## src/rtl/atomic_rmw_pkg.sv

```systemverilog
// Shared types and sub-opcode constants for the atomic read-modify-write unit.
// Assumes a 6-bit sub-opcode. Bits [5:4] pick the addressing mode and the
// low nibble picks the operation.
package atomic_rmw_pkg;

    localparam int OPC_W = 6;

    typedef enum logic [1:0] {
        AM_POST  = 2'b00,
        AM_PRE   = 2'b01,
        AM_SHORT = 2'b10
    } amode_e;

    typedef enum logic {
        RMW_MASK = 1'b0,
        RMW_CAS  = 1'b1
    } rmw_kind_e;

    typedef enum logic [1:0] {
        ST_IDLE  = 2'b00,
        ST_READ  = 2'b01,
        ST_WRITE = 2'b10
    } seq_state_e;

    localparam logic [3:0] NIB_CAS  = 4'h3;
    localparam logic [3:0] NIB_MASK = 4'h2;

endpackage

```

## src/rtl/atomic_rmw_decode.sv

```systemverilog
// Sub-opcode decoder. It splits the code into an operation kind and an
// addressing mode, and flags any code outside the six legal ones.
// Assumes the code is stable while op_valid is high.
module atomic_rmw_decode
    import atomic_rmw_pkg::*;
(
    input  logic [OPC_W-1:0] code,
    output logic             legal,
    output rmw_kind_e        kind,
    output amode_e           mode
);
    logic [1:0] mode_bits;
    logic [3:0] op_nib;

    assign mode_bits = code[5:4];
    assign op_nib    = code[3:0];

    // Classify the code into kind, mode and legality.
    always_comb begin
        kind  = (op_nib == NIB_CAS) ? RMW_CAS : RMW_MASK;
        mode  = amode_e'(mode_bits);
        legal = ((op_nib == NIB_CAS) || (op_nib == NIB_MASK)) &&
                (mode_bits != 2'b11);
    end
endmodule

```

## src/rtl/atomic_rmw_agu.sv

```systemverilog
// Address generation. It sign-extends the offset and forms both the access
// address and the updated base for the selected addressing mode.
// Assumes AW is wider than OFFW.
module atomic_rmw_agu
    import atomic_rmw_pkg::*;
#(
    parameter int AW   = 32,
    parameter int OFFW = 10
) (
    input  logic [AW-1:0]   base,
    input  logic [OFFW-1:0] offset,
    input  amode_e          mode,
    output logic [AW-1:0]   addr,
    output logic [AW-1:0]   next_base
);
    localparam int EXTW = AW - OFFW;

    logic [AW-1:0] sum;

    assign sum = base + {{EXTW{offset[OFFW-1]}}, offset};

    // Pick the address and the written-back base for the mode.
    always_comb begin
        case (mode)
            AM_POST: begin
                addr      = base;
                next_base = sum;
            end
            AM_PRE: begin
                addr      = sum;
                next_base = sum;
            end
            default: begin
                addr      = sum;
                next_base = base;
            end
        endcase
    end
endmodule

```

## src/rtl/atomic_rmw_merge.sv

```systemverilog
// Write-data former. For a conditional swap it gives the new word on a match
// and the old word otherwise. For a masked swap it merges the bits.
// Assumes old_word is the word returned by the read phase.
module atomic_rmw_merge
    import atomic_rmw_pkg::*;
#(
    parameter int DW = 32
) (
    input  rmw_kind_e       kind,
    input  logic [DW-1:0]   new_word,
    input  logic [DW-1:0]   pair_word,
    input  logic [DW-1:0]   old_word,
    output logic [DW-1:0]   wr_word
);
    // Form the word to store for the current operation.
    always_comb begin
        if (kind == RMW_CAS)
            wr_word = (pair_word == old_word) ? new_word : old_word;
        else
            wr_word = (new_word & pair_word) | (old_word & ~pair_word);
    end
endmodule

```

## src/rtl/atomic_rmw_seq.sv

```systemverilog
// Sequencer for the locked read-then-write pair. It latches the operands on
// the accepting edge, waits for the read acknowledge, then waits for the
// write acknowledge, and then pulses done.
// Assumes mem_ack is only high while a request is outstanding.
module atomic_rmw_seq
    import atomic_rmw_pkg::*;
#(
    parameter int AW = 32,
    parameter int DW = 32
) (
    input  logic          clk,
    input  logic          rst_n,
    input  logic          start,
    input  logic          legal,
    input  rmw_kind_e     kind,
    input  logic [AW-1:0] addr,
    input  logic [AW-1:0] next_base,
    input  logic [DW-1:0] data,
    input  logic [DW-1:0] pair,
    input  logic          mem_ack,
    input  logic [DW-1:0] mem_rdata,
    output seq_state_e    state,
    output rmw_kind_e     kind_q,
    output logic [AW-1:0] addr_q,
    output logic [AW-1:0] base_q,
    output logic [DW-1:0] data_q,
    output logic [DW-1:0] pair_q,
    output logic [DW-1:0] old_q,
    output logic          done,
    output logic          illegal
);
    // Advance the read/write sequence and capture operands and results.
    always_ff @(posedge clk) begin
        if (!rst_n) begin
            state   <= ST_IDLE;
            kind_q  <= RMW_MASK;
            addr_q  <= '0;
            base_q  <= '0;
            data_q  <= '0;
            pair_q  <= '0;
            old_q   <= '0;
            done    <= 1'b0;
            illegal <= 1'b0;
        end else begin
            done    <= 1'b0;
            illegal <= 1'b0;
            case (state)
                ST_IDLE: begin
                    if (start) begin
                        if (legal) begin
                            state  <= ST_READ;
                            kind_q <= kind;
                            addr_q <= addr;
                            base_q <= next_base;
                            data_q <= data;
                            pair_q <= pair;
                        end else begin
                            illegal <= 1'b1;
                        end
                    end
                end
                ST_READ: begin
                    if (mem_ack) begin
                        old_q <= mem_rdata;
                        state <= ST_WRITE;
                    end
                end
                ST_WRITE: begin
                    if (mem_ack) begin
                        state <= ST_IDLE;
                        done  <= 1'b1;
                    end
                end
                default: state <= ST_IDLE;
            endcase
        end
    end
endmodule

```

## src/rtl/atomic_rmw_unit.sv

```systemverilog
// Top of the atomic compare-swap and masked-swap unit. It connects the
// decoder, the address generator, the sequencer and the write-data former,
// and drives the locked memory port. Assumes a memory that acknowledges
// each request once.
module atomic_rmw_unit
    import atomic_rmw_pkg::*;
#(
    parameter int AW   = 32,
    parameter int DW   = 32,
    parameter int OFFW = 10
) (
    input  logic             clk,
    input  logic             rst_n,
    input  logic             op_valid,
    input  logic [OPC_W-1:0] op_code,
    input  logic [AW-1:0]    base_in,
    input  logic [OFFW-1:0]  offset_in,
    input  logic [DW-1:0]    data_in,
    input  logic [DW-1:0]    pair_in,
    output logic             busy,
    output logic             done,
    output logic             illegal,
    output logic [DW-1:0]    old_out,
    output logic [AW-1:0]    base_out,
    output logic             mem_req,
    output logic             mem_we,
    output logic             mem_lock,
    output logic [AW-1:0]    mem_addr,
    output logic [DW-1:0]    mem_wdata,
    input  logic             mem_ack,
    input  logic [DW-1:0]    mem_rdata
);
    logic          dec_legal;
    rmw_kind_e     dec_kind;
    amode_e        dec_mode;
    logic [AW-1:0] agu_addr;
    logic [AW-1:0] agu_base;
    seq_state_e    state;
    rmw_kind_e     kind_q;
    logic [AW-1:0] addr_q;
    logic [AW-1:0] base_q;
    logic [DW-1:0] data_q;
    logic [DW-1:0] pair_q;
    logic [DW-1:0] old_q;
    logic          start;

    assign start = op_valid && (state == ST_IDLE);

    atomic_rmw_decode u_dec (
        .code  (op_code),
        .legal (dec_legal),
        .kind  (dec_kind),
        .mode  (dec_mode)
    );

    atomic_rmw_agu #(.AW(AW), .OFFW(OFFW)) u_agu (
        .base      (base_in),
        .offset    (offset_in),
        .mode      (dec_mode),
        .addr      (agu_addr),
        .next_base (agu_base)
    );

    atomic_rmw_seq #(.AW(AW), .DW(DW)) u_seq (
        .clk       (clk),
        .rst_n     (rst_n),
        .start     (start),
        .legal     (dec_legal),
        .kind      (dec_kind),
        .addr      (agu_addr),
        .next_base (agu_base),
        .data      (data_in),
        .pair      (pair_in),
        .mem_ack   (mem_ack),
        .mem_rdata (mem_rdata),
        .state     (state),
        .kind_q    (kind_q),
        .addr_q    (addr_q),
        .base_q    (base_q),
        .data_q    (data_q),
        .pair_q    (pair_q),
        .old_q     (old_q),
        .done      (done),
        .illegal   (illegal)
    );

    atomic_rmw_merge #(.DW(DW)) u_merge (
        .kind      (kind_q),
        .new_word  (data_q),
        .pair_word (pair_q),
        .old_word  (old_q),
        .wr_word   (mem_wdata)
    );

    // Drive the memory port and status from the sequencer state.
    always_comb begin
        mem_req  = (state == ST_READ) || (state == ST_WRITE);
        mem_we   = (state == ST_WRITE);
        mem_lock = mem_req;
        mem_addr = addr_q;
        busy     = (state != ST_IDLE);
        old_out  = old_q;
        base_out = base_q;
    end
endmodule

```

## config.mk

```make
export PLATFORM = sky130hd
export DESIGN_NAME = atomic_rmw_unit
export DESIGN_NICKNAME = d
export VERILOG_FILES = /design/src/rtl/atomic_rmw_pkg.sv /design/src/rtl/atomic_rmw_decode.sv /design/src/rtl/atomic_rmw_agu.sv /design/src/rtl/atomic_rmw_merge.sv /design/src/rtl/atomic_rmw_seq.sv /design/src/rtl/atomic_rmw_unit.sv
export SDC_FILE = /design/constraint.sdc
export NUM_CORES = 1
export LEC_CHECK = 0
export CAP_MARGIN = 20
export CORE_MARGIN = 2
export CORE_UTILIZATION = 51
export DETAILED_ROUTE_END_ITERATION = 8
export PLACE_DENSITY = 0.88
export SETUP_SLACK_MARGIN = 0.05
export SLEW_MARGIN = 15
export SYNTH_ARGS = -nofsm -noshare
export SYNTH_HDL_FRONTEND = slang
export SYNTH_SLANG_ARGS = --single-unit
```

## constraint.sdc

```tcl
create_clock -name clk -period 6.4 [get_ports clk]
set_input_delay 0.96 -clock clk [delete_from_list [all_inputs] [get_ports clk]]
set_output_delay 0.96 -clock clk [all_outputs]
set_load 0.02 [all_outputs]
```

==> results.txt <==
Dominant synthesized flop cell: dfxtp_1
Crit-path slowest cell: clkdlybuf4s50_1
Reg2Reg Depth: 6
Final Slew Violations: 0
Placed Area: 11800 um^2
CTS Buf Count: 17
WS Path Type: reg -> out
CP max stage delay: 0.55 ns
Fraction of layout cells with a size suffix above 1: 6.62%
First-pass GRT wire length: 44900 um
Final HPWL DP: 20000 um
Arrival @ worst endpoint: 3.55 ns
Setup Skew: 0.0154 ns
CTS clk-pin slew, worst paths: 0.07 ns
Nets@finish: 1577
Design Area, Final: 12500 um^2
Synth area leaders: dfxtp_1, nand2_1, a21oi_1, ha_1, xor2_1
Routed WL per cell: 17.8 um
Total congestion overflow: 0
RSZ-0062 raised after global routing: false
Period utilisation layout: 70.5%
Final Hold Vio Count: 0
Vias after detailed routing: 9445
Via/cell ratio: 5.79
Port Buffers: 281
DRT Wirelength: 29100 um
Hold Crit Class: reg -> reg
Yosys top cell area share: 36.9%
Mean Syn Cell Area: 7.73 um^2
YS warnings: 0
Slew at the pin with the worst max-slew slack: 1.11 ns
Max Cap Viol: 0
Clk sinks: 165
Largest net degree at the start of global routing: 108
Most Crowded Layer GR: met2
Crit-path max FO: 17
Synth Cell Area: 8960 um^2
GR Layer Usage met3: 6.74%
R2R Path Start: u_seq.state[0]$_SDFFE_PN0P_
Met1 Use GR: 35.2%
CP Launch Point: u_seq.old_q[9]$_SDFFE_PN0P_
CP Cell Sequence: xor2_1 > nor4_1 > nand3_1 > nor4_2 > buf_4 > a21oi_1 > mux2_1 > clkdlybuf4s50_1
Seq/Total Area, Yosys: 36.9%
Async set-or-reset flop fraction in the synthesized netlist: 0%
Pwr per Cell Area: 250 nW/um^2
Pre-Repair DR Iteration Count: 5
Worst EP required: 5.44 ns
DRC: 0
Seq cells post-synth: 165
I/O Pins: 282
Die W: 137 um
GP Congestion: 0.939
Setup violators final: 0
Post-synth EDFFs: 0
Synthesized instance count: 1158
Die height: 137 um
Root Buffer Master: clkbuf_16
Relative slew slack: 26.1%
Core area: 17200 um^2
Vias in the first global route: 9061
Cell family with most CP delay: simple AND/OR/NAND/NOR gates
Distinct cell type count of the synthesized netlist: 62
Cell depth of the worst setup path: 8
Outcome: complete, no violations
Dpl ws: 2.23 ns
Initial Util: 52.0%
Setup bufs post-CTS: 0
Hold path depth: 2
Fmax: 0.222 GHz
Post-CTS sizing: 0
Final TNS setup: 0 ns
Met2 Usage GRT: 51.8%
Initial antenna violation count: 1
Syn_nets: 1343
Dominant cell type by area after synthesis: dfxtp_1
Clock Tree Buf Depth: 2
CTS tree: yes
CP Buf/Inv Count: 2
Row cnt: 48
H-tree Lvls: 4
Final WS setup: 1.89 ns
Total die area: 18600 um^2
Detailed Route Iter0 Violations: 691
Final hold slack: 0.452 ns
Fin crit period: 4.51 ns
Clk_lat worst skew: 0.44 ns
Hold_buf cts: 0
Total track usage: 30.3%
Final ANT Viol Nets: 0
Crit start category: flip-flop
Fillcell total: 1308
Setup crit end kind: primary output
Leakage Power: 4.80 nW
R2r setup slk: 3.93 ns
Worst hold start: u_seq.base_q[2]$_SDFFE_PN0P_
Maximum VDD drop: 0.197 mV
Synthesis-to-layout area growth: 39.5%
worst register-to-register path, stage by stage, from the launching register on:
cell and delay (ns):
dfxtp_1 0.34, inv_1 0.11, ha_1 0.29, and3_4 0.64, buf_4 0.65, nand2_1 0.19
a21oi_1 0.18
final cells by class:
type / instances / area, um^2 / share of cell area (%)
sequential: 165 / 3300 / 26.4
clock buffer: 18 / 439 / 3.51
clock inverter: 13 / 171 / 1.37
multi-input combinational: 899 / 5310 / 42.5
antenna: 1 / 2.50 / 0.0200
timing repair buffer: 295 / 2930 / 23.5
inverter: 14 / 55.1 / 0.441
tap: 225 / 282 / 2.25
state kept, by name, summed over array words and instances, names as in the netlist:
signal and cells:
u_seq.addr_q 32, u_seq.state 2, u_seq.pair_q 32, u_seq.kind_q 1, u_seq.base_q 32, u_seq.old_q 32
u_seq.done 1, u_seq.illegal 1, u_seq.data_q 32
cells in the final DEF, fill, tap and decap left out, drive strengths merged, types with 5 or more instances in the layout:
cell type and count:
nand2 278, a311oi 11, and3 5, and2 5, nor2 53, clkdlybuf4s50 280, xor2 38, xnor2 18
clkbuf 18, buf 15, mux2i 20, o211ai 10, nor4 10, inv 18, nand3 18, dfxtp 165
o21a 5, ha 36, mux2 33, a21oi 193, a31oi 10, a21o 16, a211oi 21, o21ai 57
nor3 12
final timing paths:
path,to
worst max-delay path,mem_wdata[6]
worst min-delay path,u_seq.base_q[2]$_SDFFE_PN0P_
worst max register to register,u_seq.pair_q[1]$_SDFFE_PN0P_
worst min register to register,u_seq.base_q[2]$_SDFFE_PN0P_
cell families (layout without fill, tap and decap cells):
kind of cell	count (synthesis)	in the layout	share of synthesized area, %
xor gates and xnor gates	56	56	5.48
DFF	165	165	36.9
buffers and inverters	94	340	4.11
other	0	1	0
and+or+nand+nor	403	403	18.8
muxes	53	53	6.38
adders and majority gates	37	37	5.25
AOI/OAI and AO/OA	350	350	23.1
synth_stat cells (all sizes together), types with 2 or more instances:
master,n
o21ai,57
nand4,4
or3,4
a211oi,21
o31a,2
inv,14
nor4,10
o21bai,3
o21a,5
a31oi,10
a21oi,193
xor2,38
nor2,53
ha,36
nand2b,4
buf,16
nand3,18
a31o,4
nand2,278
and2,5
o211ai,10
a221oi,2
a2111oi,2
nor3b,2
and3,5
a21o,16
nor2b,3
nor3,12
mux2i,20
or4,2
mux2,33
clkbuf,64
dfxtp,165
o211a,4
xnor2,18
a311oi,11
o22ai,2
o31ai,3
per-layer routing:
metal	up-vias	wire (um)
met1	4404	11700
li1	4504	-
met2	437	13700
met4	0	1250
met5	-	0
met3	100	2480
power breakdown:
| part | internal [W] | total, W | switching, W | leakage (nW) |
|---|---|---|---|---|
| clock | 0.000628 | 0.00107 | 0.000445 | 0.287 |
| combinational | 0.000412 | 0.000915 | 0.000503 | 3.18 |
| sequential | 0.00108 | 0.00114 | 0.0000518 | 1.33 |
through the flow:
stage | cells | power [W] | util, %
finish | 1630 | 0.00312 | 72.5
global route | 1630 | 0.00325 | 72.5
CTS | 1627 | 0.00312 | 72.3
detailed placement | 1596 | 0.00206 | 68.7
global placement | 1596 | 0.00204 | 68.7
floorplan | 1158 | 0.00168 | -
No activity file was read; power rests on OpenSTA's default activity.
